===== config.mk =====
export PLATFORM = sky130hd
export DESIGN_NAME = start_ctl
export DESIGN_NICKNAME = d
export VERILOG_FILES = /design/src/rtl/start_ctl_pkg.sv /design/src/rtl/sc_edge_detect.sv /design/src/rtl/sc_trig_merge.sv /design/src/rtl/sc_seq_fsm.sv /design/src/rtl/start_ctl.sv
export SDC_FILE = /design/constraint.sdc
export NUM_CORES = 1
export LEC_CHECK = 0
export CAP_MARGIN = 10
export CORE_AREA = 5 5 42 44
export CTS_BUF_LIST = sky130_fd_sc_hd__clkbuf_16
export DETAILED_ROUTE_END_ITERATION = 8
export DIE_AREA = 0 0 47 49
export PLACE_DENSITY_LB_ADDON = 0.12
export SYNTH_ARGS = -nofsm -noshare
export SYNTH_HDL_FRONTEND = slang
export SYNTH_SLANG_ARGS = --single-unit

===== constraint.sdc =====
create_clock -name clk -period 1.4 [get_ports clk]
set_input_delay 0.28 -clock clk [delete_from_list [all_inputs] [get_ports clk]]
set_output_delay 0.28 -clock clk [all_outputs]
set_load 0.03 [all_outputs]

===== src/rtl/start_ctl_pkg.sv =====
package start_ctl_pkg;

    // Number of trigger sources; index 0 is the bus, index 1 is fabric
    localparam int N_SRC   = 2;
    localparam int SRC_BUS = 0;
    localparam int SRC_FAB = 1;

    typedef enum logic [1:0] {
        ST_IDLE = 2'd0,
        ST_BUSY = 2'd1,
        ST_HOLD = 2'd2
    } seq_state_t;

endpackage


===== src/rtl/sc_edge_detect.sv =====
module sc_edge_detect #(
    parameter int W = 2
) (
    input  logic         clk,
    input  logic         rst_n,
    input  logic [W-1:0] level_i,
    output logic [W-1:0] rise_o
);

    logic [W-1:0] prev_q;

    for (genvar g = 0; g < W; g++) begin : g_line
        always_ff @(posedge clk or negedge rst_n) begin
            if (!rst_n) begin
                prev_q[g] <= 1'b0;
            end else begin
                prev_q[g] <= level_i[g];
            end
        end

        assign rise_o[g] = level_i[g] & ~prev_q[g];
    end

endmodule


===== src/rtl/sc_trig_merge.sv =====
module sc_trig_merge #(
    parameter int W = 2
) (
    input  logic [W-1:0] rise_i,
    input  logic [W-1:0] block_i,
    output logic         launch_o
);

    logic [W-1:0] pass;

    // Blocked sources drop out; the survivors are ORed with no priority
    assign pass     = rise_i & ~block_i;
    assign launch_o = |pass;

endmodule


===== src/rtl/sc_seq_fsm.sv =====
module sc_seq_fsm
    import start_ctl_pkg::*;
(
    input  logic clk,
    input  logic rst_n,
    input  logic launch_i,
    input  logic done_i,
    output logic start_o,
    output logic valid_o,
    output logic finished_o
);

    seq_state_t state_q, state_d;

    always_comb begin
        state_d = state_q;
        unique case (state_q)
            ST_IDLE: if (launch_i) state_d = ST_BUSY;   // launch
            ST_BUSY: if (done_i)   state_d = ST_HOLD;   // complete; edges dropped
            ST_HOLD: if (launch_i) state_d = ST_BUSY;   // relaunch
            default: state_d = ST_IDLE;
        endcase
    end

    always_ff @(posedge clk or negedge rst_n) begin
        if (!rst_n) begin
            state_q <= ST_IDLE;
        end else begin
            state_q <= state_d;
        end
    end

    always_ff @(posedge clk or negedge rst_n) begin
        if (!rst_n) begin
            start_o    <= 1'b0;
            valid_o    <= 1'b0;
            finished_o <= 1'b0;
        end else begin
            start_o    <= (state_q != ST_BUSY) && (state_d == ST_BUSY);
            finished_o <= (state_q == ST_BUSY) && (state_d == ST_HOLD);
            valid_o    <= (state_d == ST_HOLD);
        end
    end

endmodule


===== src/rtl/start_ctl.sv =====
module start_ctl
    import start_ctl_pkg::*;
(
    input  logic clk,
    input  logic rst_n,
    input  logic bus_trig_i,
    input  logic fab_trig_i,
    input  logic fab_dis_i,
    input  logic calc_done_i,
    output logic start_o,
    output logic valid_o,
    output logic finished_o
);

    logic [N_SRC-1:0] lvl;
    logic [N_SRC-1:0] rise;
    logic [N_SRC-1:0] blk;
    logic             launch;

    always_comb begin
        lvl          = '0;
        blk          = '0;
        lvl[SRC_BUS] = bus_trig_i;
        lvl[SRC_FAB] = fab_trig_i;
        blk[SRC_FAB] = fab_dis_i;
    end

    sc_edge_detect #(.W(N_SRC)) u_edge (
        .clk     (clk),
        .rst_n   (rst_n),
        .level_i (lvl),
        .rise_o  (rise)
    );

    sc_trig_merge #(.W(N_SRC)) u_merge (
        .rise_i   (rise),
        .block_i  (blk),
        .launch_o (launch)
    );

    sc_seq_fsm u_fsm (
        .clk        (clk),
        .rst_n      (rst_n),
        .launch_i   (launch),
        .done_i     (calc_done_i),
        .start_o    (start_o),
        .valid_o    (valid_o),
        .finished_o (finished_o)
    );

endmodule


==> run_summary.xml, run 1 <==
<?xml version="1.0" encoding="UTF-8"?>
<metrics>
  <group name="power">
    <metric name="power_density" unit="mW/mm^2">2320</metric>
    <metric name="power.net_switching" unit="mW">0.255</metric>
    <metric name="power.share.clock" unit="%">49.5</metric>
    <metric name="netSwitchingFraction" unit="%">26.1</metric>
    <metric name="vdd_ir_drop_max" unit="V">0.000474</metric>
    <metric name="power.static_leakage" unit="nW">0.211</metric>
    <metric name="report.power.total" unit="mW">0.974</metric>
    <metric name="pwr-share-seq" unit="%">30.4</metric>
    <metric name="comb_pwr_share" unit="%">20.1</metric>
    <metric name="intPower" unit="mW">0.719</metric>
  </group>
  <group name="flow_run">
    <metric name="timing.max_cap.violations" unit="">0</metric>
  </group>
  <group name="critical_path">
    <metric name="critPathRequiredTime" unit="ns">1.52</metric>
    <metric name="worst_setup_path_end_kind" unit="">register</metric>
    <metric name="reg2reg_depth" unit="">2</metric>
    <metric name="reg2reg_to" unit="">u_fsm.state_q[1]$_DFF_PN0_</metric>
    <metric name="crit_path_start_kind" unit="">primary input</metric>
    <metric name="r2r_slack" unit="ns">0.28</metric>
    <metric name="worstPathMaxFanout" unit="">4</metric>
    <metric name="crit_reg_reg_startpoint" unit="">u_edge.prev_q[1]$_DFF_PN0_</metric>
    <metric name="cp.arrival" unit="ns">1.40</metric>
    <metric name="timing.setup.critical_path_class" unit="">primary input to register</metric>
  </group>
  <group name="die">
    <metric name="floorplan.rows" unit="">14</metric>
    <metric name="core_area" unit="sq mm">0.00140</metric>
    <metric name="pin_count" unit="">9</metric>
    <metric name="die_y" unit="um">49</metric>
    <metric name="die_x" unit="um">47</metric>
    <metric name="floorplan.die_area" unit="sq mm">0.00230</metric>
    <metric name="initial_core_util" unit="%">17.4</metric>
  </group>
  <group name="routing">
    <metric name="first_iter_violations" unit="">2</metric>
    <metric name="drt_first_pass_iters" unit="">3</metric>
    <metric name="routed_wl" unit="um">516</metric>
    <metric name="post-route-drc-count" unit="">0</metric>
    <metric name="postRouteAntennaNets" unit="">0</metric>
    <metric name="drt-vias-per-instance" unit="">3.95</metric>
    <metric name="post_dr_wirelength_cell" unit="um">11.7</metric>
    <metric name="vias_after_detailed_routing" unit="">174</metric>
  </group>
  <group name="cells_and_area">
    <metric name="drive_above_1_share" unit="%">14.3</metric>
    <metric name="fillerInstances" unit="">158</metric>
    <metric name="area_growth_syn_to_layout" unit="%">71.8</metric>
    <metric name="fin_util" unit="%">29.9</metric>
    <metric name="final_nets" unit="">35</metric>
    <metric name="antennaDiodeCount" unit="">0</metric>
    <metric name="area_of_combinational_cells_with_multiple_inputs" unit="sq um">65.1</metric>
    <metric name="final_area" unit="sq um">419</metric>
    <metric name="regArea" unit="sq um">175</metric>
  </group>
  <group name="timing">
    <metric name="report.final.slew_viol_count" unit="">0</metric>
    <metric name="maxClockFrequency" unit="GHz">0.779</metric>
    <metric name="max_slew_margin" unit="%">77.1</metric>
    <metric name="fin_crit" unit="ns">1.28</metric>
    <metric name="unrepaired_setup_endpoints_after_global_routing" unit="">no</metric>
    <metric name="fin_hold_ws" unit="ns">0.319</metric>
    <metric name="fin_worst_skew" unit="ns">0.00315</metric>
    <metric name="setup_viol_count_final" unit="">0</metric>
    <metric name="worst_slew_pin_slew" unit="ns">0.342</metric>
    <metric name="timing_hold_violations_final" unit="">0</metric>
    <metric name="final_min_period_over_clock_period" unit="%">91.7</metric>
  </group>
  <group name="logic_synthesis">
    <metric name="ys_seq_elements" unit="">7</metric>
    <metric name="synth.yosys.warnings" unit="">0</metric>
    <metric name="synthDistinctLibCells" unit="">9</metric>
    <metric name="synth_area_leader_cell" unit="">sky130_fd_sc_hd__dfrtp_1</metric>
    <metric name="synth_top_cells_by_area" unit="">sky130_fd_sc_hd__dfrtp_1 (72%), sky130_fd_sc_hd__a41o_1 (8.2%), sky130_fd_sc_hd__or3b_4 (4.6%)</metric>
    <metric name="synthMostInstantiatedCell" unit="">sky130_fd_sc_hd__dfrtp_1</metric>
    <metric name="postSynthNetCount" unit="">22</metric>
    <metric name="postSynth.asyncResetShare" unit="%">100</metric>
    <metric name="ys_dominant_reg_cell" unit="">sky130_fd_sc_hd__dfrtp_1</metric>
    <metric name="synth_top_area_share" unit="%">71.8</metric>
    <metric name="synthesized_netlist_cell_count" unit="">16</metric>
    <metric name="average_size_of_a_mapped_cell" unit="sq um">15.2</metric>
    <metric name="synth_sequential_area_ratio" unit="%">71.8</metric>
    <metric name="synth_edf_count" unit="">0</metric>
    <metric name="post_synth_most_frequent_cells" unit="">sky130_fd_sc_hd__dfrtp_1 (7), sky130_fd_sc_hd__a41o_1 (2)</metric>
    <metric name="post_synth_instance_area" unit="sq um">244</metric>
  </group>
  <group name="grt">
    <metric name="number_of_global_route_vias_before_repair" unit="">169</metric>
    <metric name="globalRouteTotalUtil" unit="%">5.53</metric>
    <metric name="grt_first_pass_wirelength" unit="um">800</metric>
    <metric name="grt_max_degree" unit="">8</metric>
    <metric name="grt_antenna_before_repair" unit="">0</metric>
    <metric name="grt_remaining_overflow" unit="">0</metric>
  </group>
  <group name="clock_network">
    <metric name="cts_htree_levels" unit="">1</metric>
    <metric name="cts_hold_buf" unit="">0</metric>
    <metric name="cts_max_path_buffers" unit="">2</metric>
    <metric name="tritoncts_clock_tree" unit="">yes</metric>
    <metric name="clk_pin_slew_worst_paths" unit="ns">0.04</metric>
    <metric name="cts-buffers-inserted" unit="">3</metric>
    <metric name="worst_skew_pair.late_latency" unit="ns">0.23</metric>
    <metric name="cts-root-buf" unit="">sky130_fd_sc_hd__clkbuf_16</metric>
    <metric name="cts_sinks" unit="">7</metric>
  </group>
  <group name="place">
    <metric name="dpl.hpwl" unit="um">371</metric>
    <metric name="place.gp.congestion" unit="">0.626</metric>
    <metric name="io_port_bufs" unit="">8</metric>
    <metric name="placement.cell_area" unit="sq um">344</metric>
  </group>
  <group name="run_status">
    <metric name="status" unit="">completed</metric>
  </group>
  <group name="hold_path">
    <metric name="hold_class" unit="">primary input to async pin</metric>
  </group>
</metrics>
[routing by layer]
layer	vias up	GRT usage, %	part of all wire [%]
met5	-	0	0
met4	0	6.91	3.9
met3	2	3.69	12
met2	8	5.66	41
met1	81	6.29	43
li1	83	-	-
[cell usage in the layout (no fill, tap or decap)]
master,instances
sky130_fd_sc_hd__nand2b_1,1
sky130_fd_sc_hd__clkbuf_16,3
sky130_fd_sc_hd__a31oi_1,1
sky130_fd_sc_hd__a21oi_1,1
sky130_fd_sc_hd__or3b_4,1
sky130_fd_sc_hd__clkdlybuf4s50_1,5
sky130_fd_sc_hd__and3b_1,1
sky130_fd_sc_hd__a41o_1,2
sky130_fd_sc_hd__o21a_1,1
sky130_fd_sc_hd__inv_1,2
sky130_fd_sc_hd__dfrtp_1,7
sky130_fd_sc_hd__dlygate4sd2_1,3
[registers in the layout, summed over array words and instances (netlist names)]
register          cells
u_edge.prev_q         2
u_fsm.state_q         2
u_fsm.start_o         1
u_fsm.valid_o         1
u_fsm.finished_o      1
[power groups by stage]
stage                     sequential [mW]  combinational (mW)  clock (mW)
after floorplan                     0.351              0.0722           0
after global placement              0.296               0.218           0
after detailed placement            0.299               0.218           0
after CTS                           0.295               0.198       0.491
after global routing                0.300               0.212       0.505
final                               0.296               0.196       0.482
[per-stage QoR]
step	TNS [ns]	worst slack (ns)	cells
finish	0	0.116	44
global route	0	0.0946	44
CTS	0	0.112	44
detailed placement	-0.257	-0.123	40
global placement	-0.244	-0.112	40
floorplan	0	0.321	16
[cell families after synthesis]
logic type	Yosys count	share of synthesized area [%]
compound gates	5	15.9
simple gates	3	10.8
flops	7	71.8
buf+inv	1	1.54
[final cells by class]
type                    count  share of cell area, %
flip-flops and latches      7                   41.8
repair buffers              8                   18.2
inverters                   1                  0.896
clock inverters             1                  0.896
multi-input cells           8                   15.5
well taps                  16                   4.78
clock buffers               3                   17.9
[critical path, stage by stage]
cell and delay [ns]:
sky130_fd_sc_hd__clkdlybuf4s50_1 0.47, sky130_fd_sc_hd__or3b_4 0.40, sky130_fd_sc_hd__a41o_1 0.24
[worst max-delay path by stage]
stage	start	end	slack (ns)	depth (start not counted)
after CTS	fab_trig_i	u_fsm.state_q[1]$_DFF_PN0_	0.11	3
final	fab_trig_i	u_fsm.state_q[1]$_DFF_PN0_	0.12	3
after floorplan	u_edge.prev_q[1]$_DFF_PN0_	u_fsm.state_q[1]$_DFF_PN0_	0.32	2
after detailed placement	fab_trig_i	u_fsm.state_q[1]$_DFF_PN0_	-0.12	3
after global placement	fab_trig_i	u_fsm.valid_o$_DFF_PN0_	-0.11	3
after global routing	fab_trig_i	u_fsm.state_q[1]$_DFF_PN0_	0.09	3
[timing repair]
item / 4_1_cts / 5_1_grt
buffers inserted: 0 / 0
endpoints found under the setup margin: 3 / 0
gates resized for setup: 3 / 0
Note: power is estimated with default switching activity, not from simulation.
==> run 2: changes to the inputs <==
- HOLD_SLACK_MARGIN: default -> 0.06
==> results of run 2 <==
No change in the layout: final DEF, timing and power equal those of run 1.
